**src/rtl/rwf_pkg.sv**
```systemverilog
package rwf_pkg;

    // Default geometry shared by the FIFO and its checker
    localparam int unsigned RWF_IN_W  = 512;
    localparam int unsigned RWF_OUT_W = 32;
    localparam int unsigned RWF_DEPTH = 4;

    // What the control path does in a given cycle
    typedef enum logic [1:0] {
        OP_HOLD  = 2'd0,
        OP_FLUSH = 2'd1,
        OP_MOVE  = 2'd2
    } rwf_op_e;

endpackage

```
**src/rtl/rwf_ctrl.sv**
```systemverilog
module rwf_ctrl #(
    parameter int unsigned DEPTH  = 4,
    parameter int unsigned SLICES = 16,
    localparam int unsigned PTR_W = (DEPTH  > 1) ? $clog2(DEPTH)  : 1,
    localparam int unsigned SEL_W = (SLICES > 1) ? $clog2(SLICES) : 1,
    localparam int unsigned CNT_W = $clog2(DEPTH + 1)
) (
    input  logic             clk,
    input  logic             rst_n,
    input  logic             flush,
    input  logic             in_valid,
    input  logic             out_ack,
    output logic             wr_en,
    output logic [PTR_W-1:0] wr_ptr,
    output logic [PTR_W-1:0] rd_ptr,
    output logic [SEL_W-1:0] sel,
    output logic             empty,
    output logic             full
);
    import rwf_pkg::*;

    localparam logic [CNT_W-1:0] CNT_FULL  = CNT_W'(DEPTH);
    localparam logic [SEL_W-1:0] SEL_LAST  = SEL_W'(SLICES - 1);
    localparam logic [PTR_W-1:0] PTR_LAST  = PTR_W'(DEPTH - 1);

    typedef struct packed {
        logic [PTR_W-1:0] wr;
        logic [PTR_W-1:0] rd;
        logic [CNT_W-1:0] cnt;
        logic [SEL_W-1:0] sel;
    } ctrl_st_t;

    ctrl_st_t st_d, st_q;
    rwf_op_e  op;
    logic     rd_en;
    logic     rd_last;

    always_comb begin
        st_d    = st_q;
        empty   = (st_q.cnt == '0);
        full    = (st_q.cnt == CNT_FULL);
        wr_en   = in_valid && !full && !flush;
        rd_en   = out_ack && !empty && !flush;
        rd_last = rd_en && (st_q.sel == SEL_LAST);

        if (flush)
            op = OP_FLUSH;
        else if (wr_en || rd_en)
            op = OP_MOVE;
        else
            op = OP_HOLD;

        unique case (op)
            OP_FLUSH: st_d = '0;
            OP_MOVE: begin
                if (wr_en)
                    st_d.wr = (st_q.wr == PTR_LAST) ? '0 : st_q.wr + 1'b1;
                if (rd_en)
                    st_d.sel = (st_q.sel == SEL_LAST) ? '0 : st_q.sel + 1'b1;
                if (rd_last)
                    st_d.rd = (st_q.rd == PTR_LAST) ? '0 : st_q.rd + 1'b1;
                if (wr_en && !rd_last)
                    st_d.cnt = st_q.cnt + 1'b1;
                else if (!wr_en && rd_last)
                    st_d.cnt = st_q.cnt - 1'b1;
            end
            default: st_d = st_q;
        endcase
    end

    always_ff @(posedge clk or negedge rst_n) begin
        if (!rst_n)
            st_q <= '0;
        else
            st_q <= st_d;
    end

    assign wr_ptr = st_q.wr;
    assign rd_ptr = st_q.rd;
    assign sel    = st_q.sel;

endmodule

```
**src/rtl/rwf_store.sv**
```systemverilog
module rwf_store #(
    parameter int unsigned IN_W   = 512,
    parameter int unsigned OUT_W  = 32,
    parameter int unsigned DEPTH  = 4,
    localparam int unsigned SLICES = IN_W / OUT_W,
    localparam int unsigned PTR_W  = (DEPTH  > 1) ? $clog2(DEPTH)  : 1,
    localparam int unsigned SEL_W  = (SLICES > 1) ? $clog2(SLICES) : 1
) (
    input  logic             clk,
    input  logic             rst_n,
    input  logic             wr_en,
    input  logic [PTR_W-1:0] wr_ptr,
    input  logic [IN_W-1:0]  wr_data,
    input  logic [PTR_W-1:0] rd_ptr,
    input  logic [SEL_W-1:0] sel,
    output logic [OUT_W-1:0] rd_word
);
    logic [IN_W-1:0]  ent_q [DEPTH];
    logic [IN_W-1:0]  ent_d [DEPTH];
    logic [IN_W-1:0]  head;
    logic [OUT_W-1:0] slice_w [SLICES];

    // One register per wide entry, loaded only when the write pointer selects it
    for (genvar e = 0; e < DEPTH; e++) begin : g_ent
        always_comb begin
            ent_d[e] = ent_q[e];
            if (wr_en && (wr_ptr == PTR_W'(e)))
                ent_d[e] = wr_data;
        end

        always_ff @(posedge clk or negedge rst_n) begin
            if (!rst_n)
                ent_q[e] <= '0;
            else
                ent_q[e] <= ent_d[e];
        end
    end

    assign head = ent_q[rd_ptr];

    // Slice position 0 maps to the most significant word of the entry
    for (genvar s = 0; s < SLICES; s++) begin : g_slice
        assign slice_w[s] = head[(SLICES-1-s)*OUT_W +: OUT_W];
    end

    assign rd_word = slice_w[sel];

endmodule

```
**src/rtl/rnd_word_fifo.sv**
```systemverilog
module rnd_word_fifo #(
    parameter int unsigned IN_W  = rwf_pkg::RWF_IN_W,
    parameter int unsigned OUT_W = rwf_pkg::RWF_OUT_W,
    parameter int unsigned DEPTH = rwf_pkg::RWF_DEPTH
) (
    input  logic             clk,
    input  logic             rst_n,
    input  logic             flush,
    input  logic             in_valid,
    input  logic [IN_W-1:0]  in_data,
    output logic             more_req,
    output logic             out_valid,
    input  logic             out_ack,
    output logic [OUT_W-1:0] out_data
);
    localparam int unsigned SLICES = IN_W / OUT_W;
    localparam int unsigned PTR_W  = (DEPTH  > 1) ? $clog2(DEPTH)  : 1;
    localparam int unsigned SEL_W  = (SLICES > 1) ? $clog2(SLICES) : 1;

    logic             wr_en;
    logic [PTR_W-1:0] wr_ptr;
    logic [PTR_W-1:0] rd_ptr;
    logic [SEL_W-1:0] sel;
    logic             empty;
    logic             full;

    rwf_ctrl #(
        .DEPTH  (DEPTH),
        .SLICES (SLICES)
    ) u_ctrl (
        .clk      (clk),
        .rst_n    (rst_n),
        .flush    (flush),
        .in_valid (in_valid),
        .out_ack  (out_ack),
        .wr_en    (wr_en),
        .wr_ptr   (wr_ptr),
        .rd_ptr   (rd_ptr),
        .sel      (sel),
        .empty    (empty),
        .full     (full)
    );

    rwf_store #(
        .IN_W  (IN_W),
        .OUT_W (OUT_W),
        .DEPTH (DEPTH)
    ) u_store (
        .clk     (clk),
        .rst_n   (rst_n),
        .wr_en   (wr_en),
        .wr_ptr  (wr_ptr),
        .wr_data (in_data),
        .rd_ptr  (rd_ptr),
        .sel     (sel),
        .rd_word (out_data)
    );

    assign more_req  = !full;
    assign out_valid = !empty;

endmodule

```
**config.mk**
```make
export PLATFORM = sky130hd
export DESIGN_NAME = rnd_word_fifo
export DESIGN_NICKNAME = d
export VERILOG_FILES = /design/src/rtl/rwf_pkg.sv /design/src/rtl/rwf_ctrl.sv /design/src/rtl/rwf_store.sv /design/src/rtl/rnd_word_fifo.sv
export SDC_FILE = /design/constraint.sdc
export NUM_CORES = 2
export LEC_CHECK = 0
export ABC_AREA = 0
export BUFFER_PORTS_ARGS = -buffer_cell sky130_fd_sc_hd__buf_2
export CAP_MARGIN = 30
export CELL_PAD_IN_SITES_DETAIL_PLACEMENT = 0
export CELL_PAD_IN_SITES_GLOBAL_PLACEMENT = 1
export CORE_AREA = 2 2 589 591
export DETAILED_ROUTE_END_ITERATION = 12
export DIE_AREA = 0 0 591 593
export GPL_TIMING_DRIVEN = 1
export PLACE_DENSITY_LB_ADDON = 0.1
export REMOVE_ABC_BUFFERS = 1
export SLEW_MARGIN = 20
export SYNTH_ARGS = -nofsm -noshare
export SYNTH_HDL_FRONTEND = slang
export SYNTH_SLANG_ARGS = --single-unit
```
**constraint.sdc**
```tcl
create_clock -name clk -period 2.8 [get_ports clk]
set_clock_uncertainty 0.15 [all_clocks]
set_input_delay 0.14 -clock clk [delete_from_list [all_inputs] [get_ports clk]]
set_output_delay 0.14 -clock clk [all_outputs]
set_load 0.01 [all_outputs]
```
## Yosys cells after proc, flatten, opt, wreduce, memory -nomap -nowiden

Index checks and enable logic that the tools add are counted.

| operators by class | value |
|---|---|
| add/sub/neg operators | 5 |
| multiplexer cells | 17 |
| magnitude comparators | 2 |
| reduce and logical (&&, ||, !) cells | 24 |
| bitwise gates (word level) | 2 |
| equal/unequal tests | 12 |

Operator list:

| operator | count |
|---|---|
| 512-bit binary-select mux with 2-bit select | 1 |
| 512-bit 2-to-1 mux | 2 |
| 32-bit binary-select mux with 4-bit select | 1 |
| 32-bit 2-to-1 mux | 2 |
| 11-bit one-hot mux with 2 select lines | 1 |
| 2-bit 2-to-1 mux | 6 |
| 1-bit logical AND | 11 |
| 2-bit equality test (second input constant) | 4 |
| 4-bit 2-to-1 mux | 2 |
| 2-bit AND reduction | 4 |
| 3-bit 2-to-1 mux | 2 |
| 2-bit by 1-bit != test with 1-bit output (second input constant) | 3 |
| 5-bit greater-or-equal comparator (second input constant) | 1 |
| 1-bit zero test | 5 |
| 4-bit NOT with 5-bit output | 1 |
| 2-bit by 1-bit adder with 2-bit output (second input constant) | 2 |
| 4-bit by 1-bit adder with 4-bit output (second input constant) | 1 |
| 2-bit by 1-bit equality test with 1-bit output (second input constant) | 2 |
| 4-bit equality test (second input constant) | 1 |
| 3-bit by 1-bit adder with 3-bit output (second input constant) | 1 |
| 3-bit equality test (second input constant) | 1 |
| 3-bit greater-or-equal comparator (second input constant) | 1 |
| 3-bit zero test | 1 |
| 3-bit by 1-bit != test with 1-bit output (second input constant) | 1 |
| other kinds (5) | 5 |

| word-level totals | value |
|---|---|
| logic and storage cells | 70 |
| input port bits | 517 |
| bits in registers | 2059 |

## Logic depth before layout (Yosys ltp)

| depth | value |
|---|---|
| word-level depth | 10 |
| gate-level depth with buffers | 12 |
| gate-level depth less buffers | 10 |

## Hierarchy

From an unflattened synthesis, not the netlist that was laid out.

| unflattened totals | value |
|---|---|
| cells, all modules | 5452 |
| area, all modules | 92262.2 um2 |

Modules (own cells, without submodules):

| module | instances | area each (um2) | cells each | seq. area each (um2) |
|---|---|---|---|---|
| rwf_store | 1 | 91507.8 | 5373 | 51249.2 |
| rwf_ctrl | 1 | 747.0 | 77 | 275.3 |
| rnd_word_fifo | 1 | 7.5 | 2 | 0.0 |

## Worst setup path before layout

No wires, ideal clock.

| path | value |
|---|---|
| path type | flip-flop to flip-flop |
| start | register u_ctrl.st_q, in the netlist u_ctrl.sel[2] |
| end | register u_ctrl.st_q[6] (netlist name) |
| data required time | 2.518 ns |
| period minus slack after synthesis | 2.492 ns |
| slack | 0.308 ns |
| data arrival time | 2.210 ns |
| stages on the path, launching flop included | 13 |
| cell sequence | dfrtp_1 clkbuf_1 buf_2 buf_2 nand3_1 nor2_1 nor3_1 fa_1 inv_1 a21oi_1 a21boi_0 xor2_1 nor2_1 |

| on the way | value |
|---|---|
| longest elaborated chain between the ends | 6 |

RTL lines:

| what | line | text |
|---|---|---|
| start, declared | rwf_ctrl.sv:33 | `ctrl_st_t st_d, st_q;` |
| start signal, assigned | rwf_ctrl.sv:75 | `st_q <= st_d;` |
| 4-bit equality test (*) | rwf_ctrl.sv:44 | `rd_last = rd_en && (st_q.sel == SEL_LAST);` |
| 1-bit logical AND (*) | rwf_ctrl.sv:44 |  |
| 1-bit zero test | rwf_ctrl.sv:62 | `if (wr_en && !rd_last)` |
| 1-bit logical AND | rwf_ctrl.sv:62 |  |
| 3-bit 2-to-1 mux / 3-bit by 1-bit != test with 1-bit output (equally long branches) | -- |  |
| 11-bit one-hot mux with 2 select lines / 2-bit AND reduction (equally long branches) | -- |  |

Every way passes the cells marked *; elsewhere a longest branch is shown, timed or not.
A chain may end at the register's enable or synchronous reset.

## Final worst setup path

| path | value |
|---|---|
| start | register u_ctrl.st_q, in the netlist u_ctrl.rd_ptr[0] |
| end | output port out_data[8] |

| on the way | value |
|---|---|
| longest elaborated chain between the ends | 7 |

RTL lines:

| what | line | text |
|---|---|---|
| 2-bit NOT with 3-bit output (implied by the code) | rwf_store.sv:39 | `assign head = ent_q[rd_ptr];` |
| 512-bit binary-select mux with 2-bit select | rwf_store.sv:39 |  |
| 512-bit 2-to-1 mux (implied by the code) (2 in series) | rwf_store.sv:39 |  |
| 32-bit binary-select mux with 4-bit select | rwf_store.sv:46 | `assign rd_word = slice_w[sel];` |
| 32-bit 2-to-1 mux (implied by the code) (2 in series) | rwf_store.sv:46 |  |
| end, declared | rnd_word_fifo.sv:14 | `output logic [OUT_W-1:0] out_data` |

Every way passes these cells. The select of a mux whose other input is x is not followed.

==> results.yml <==
status:
  outcome: "complete, but fails checks"
  violations: "negative setup slack"
yosys:
  synth_seq_cells: 2059
  yosysSeqAreaShare_pct: 55.6
  synthMuxAreaShare_pct: 38.3
  yosys.area_share.adder_pct: 0.103
  ys_types: 56
  async_flop_share_pct: 100
  synth-xor-area-share_pct: 0.0378
  synth_compound_area_share_pct: 2.36
  syn_avg_cell_area_um2: 16.4
  yosys.area_share.simple_pct: 0.924
  synth_cells: 5664
  yosysWarnings: 0
  synth_top_family_by_area: "multiplexers"
  synth-edff-count: 0
  synth_area_um2: 92700
  synth_ff_type: "dfrtp_1"
floorplan:
  start_util_pct: 26.9
  die_x_um: 591
  die_h_um: 593
  dieArea_um2: 350000
  std_cell_rows: 216
  core-area_um2: 345000
  ioPinCount: 551
timing:
  tightest_slew_ps: 796
  hold_viol: 0
  whs_ps: 55.4
  drv_slew: 0
  setup_slack_ps: -955
  setup_viol: 33
  rsz0062_at_grt: "true"
  min_period_ps: 3750
  max_freq_mhz: 266
  fin_crit_sh_pct: 134
  relSlewSlack_pct: 46.9
pwr:
  clock_power_share_pct: 32.8
  seq_power_share_pct: 44.3
  max-vdd-ir-drop_v: 0.000421
  powerDensity_nw_per_um2: 789
  sw_frac_of_total_pct: 27.0
  p_int_w: 0.0734
  leakagePower_nw: 54.4
  p_sw_w: 0.0271
  power_w: 0.100
  p_comb_share_pct: 22.9
finish:
  layout.nets: 8224
  regArea_um2: 51500
  layout-drive-gt1-share_pct: 53.8
  final_common_cell: "dfrtp_1"
  final_cell_area_um2: 127000
  layout_common_cells: "dfrtp_1, mux2_2, dlygate4sd3_1, buf_2, mux4_2"
  syn_to_final_growth_pct: 37.4
  final_cells: 12500
  fill_cells: 33000
  multiInputGateArea_um2: 40400
worst_setup_path:
  worstSetupStartpointType: "flop"
  crit_type: "flop to output port"
  path_cells: "buf_16 -> buf_16 -> mux4_2 -> mux4_2 -> a211oi_2 -> o41ai_2 -> buf_2"
  crit_path_end_kind: "output port"
  path_max_fanout: 8
  crit_arrival_ps: 3460
  crit_required_ps: 2510
  cpPeakStageDelay_ps: 520
  slowest_stage: "dfrtp_4"
place:
  portBuffers: 550
  gp_congestion: 0.743
  place_area_um2: 105000
  post-place-ws_ps: -951
  hpwl_um: 215000
  dp_cells: 10900
clocking:
  cts_buffers: 264
  htreeDepth: 5
  cts_tree: "built"
  clk_pin_slew_ps: 50
  insertion_delay_ps: 870
  cts_sinks: 2059
  clock_path_buffers: 4
  root_buffer: "clkbuf_16"
global_route:
  grt_pass1_wl_um: 467000
  antenna_found_initial: 124
  grt_max_degree: 110
  grt_pass1_vias: 64400
  track_usage_pct: 18.1
  overflow: 0
route:
  ant_nets: 0
  drc: 0
  post_drt_via_cell_ratio: 4.69
  wire_per_inst_um: 25.7
  vias: 58600
  dr.pass1.iters: 5
  drt-initial-drc-count: 2651
  drt_wl_total_um: 321000
min_path:
  hp-class: "input pin to flop"
job:
  cap_viol_max_count: 0
## flip-flops by register name (all words and copies together) (netlist names)
| name | flops |
|---|---|
| u_ctrl.rd_ptr | 2 |
| u_ctrl.sel | 4 |
| u_ctrl.st_q | 3 |
| u_ctrl.wr_ptr | 2 |
| u_store.ent_q | 2048 |
## logic make-up (layout without fill, tap and decap cells)
kind of cell	after synthesis	after routing
flops	2059	2059
xor+xnor	4	4
other cells	0	39
fa+ha+maj	7	7
simple gates	162	162
mux	2703	2703
compound gates	312	312
buf+inv	417	2630
## area by class of cell
cell class	instances	area share, %
well taps	4578	4.50
diodes	39	0.0767
flip-flops and latches	2059	40.5
clock inverters	52	0.411
multi-input cells	3188	31.8
inverters	6	0.0177
clock buffers	391	6.08
repair buffers	2181	16.7
## final timing paths
kind	startpoint	end	slack (ps)	depth (start not counted)
min in group asynchronous	rst_n	u_store.ent_q[700]	490	4
worst max register to register	u_ctrl.sel[0]	u_ctrl.st_q[6]	-100	13
worst min-delay path	in_data[208]	u_store.ent_q[1744]	60	3
worst min register to register	u_store.ent_q[1620]	u_store.ent_q[1620]	330	1
max in group asynchronous	rst_n	u_store.ent_q[1439]	1080	5
worst max-delay path	u_ctrl.rd_ptr[0]	out_data[8]	-950	7
## cells in the mapped netlist, types with 12 or more instances
library cell	count	area [um2]
clkbuf_1	54	203
buf_4	175	1310
mux2i_1	168	1680
buf_1	20	75.1
a22oi_1	101	758
buf_2	160	801
a21oi_1	51	255
mux4_2	470	10600
a211oi_1	12	90.1
nand2_1	31	116
dfrtp_1	2059	51500
nor3_1	20	100
mux2_1	130	1460
o22a_1	17	149
mux2_2	1935	21800
o22ai_1	67	419
nor2_1	43	161
## power by group through the flow
stage	combinational, W	clock, W	sequential, W
6_report	0.0230	0.0330	0.0445
5_1_grt	0.0249	0.0355	0.0457
4_1_cts	0.0232	0.0343	0.0444
3_5_place_dp	0.0210	0	0.0449
3_3_place_gp	0.0205	0	0.0446
2_1_floorplan	0.0155	0	0.0433
## worst max-delay path: cells and delay by family (launching register included)
family | cells | cell delay, ps
muxes | 2 | 1040
AOI/OAI and AO/OA | 2 | 370
DFF | 1 | 520
buffers and inverters | 3 | 600
## through the flow
stage	TNS, ps	util (%)
3_3_place_gp	-15340	30.4
3_5_place_dp	-14680	30.4
4_1_cts	-34210	36.6
2_1_floorplan	-	-
5_1_grt	-32620	36.9
6_report	-27980	36.9
## routing by layer
layer,wire length [um],up-vias,track usage [%]
li1,-,25700,-
met1,146000,31400,24.6
met2,153000,905,30.0
met3,12600,516,3.11
met4,8130,88,4.37
met5,557,-,0
## what timing repair did
action                     in CTS  in global routing
hold endpoints to repair     4028                  0
pin swaps                      68                 87
gates cloned                   26                  9
hold buffers                 1004                  0
setup buffers                  76                 63
setup endpoints to repair      35                 36
resized for setup             346                152
(Power assumes the default switching activity.)
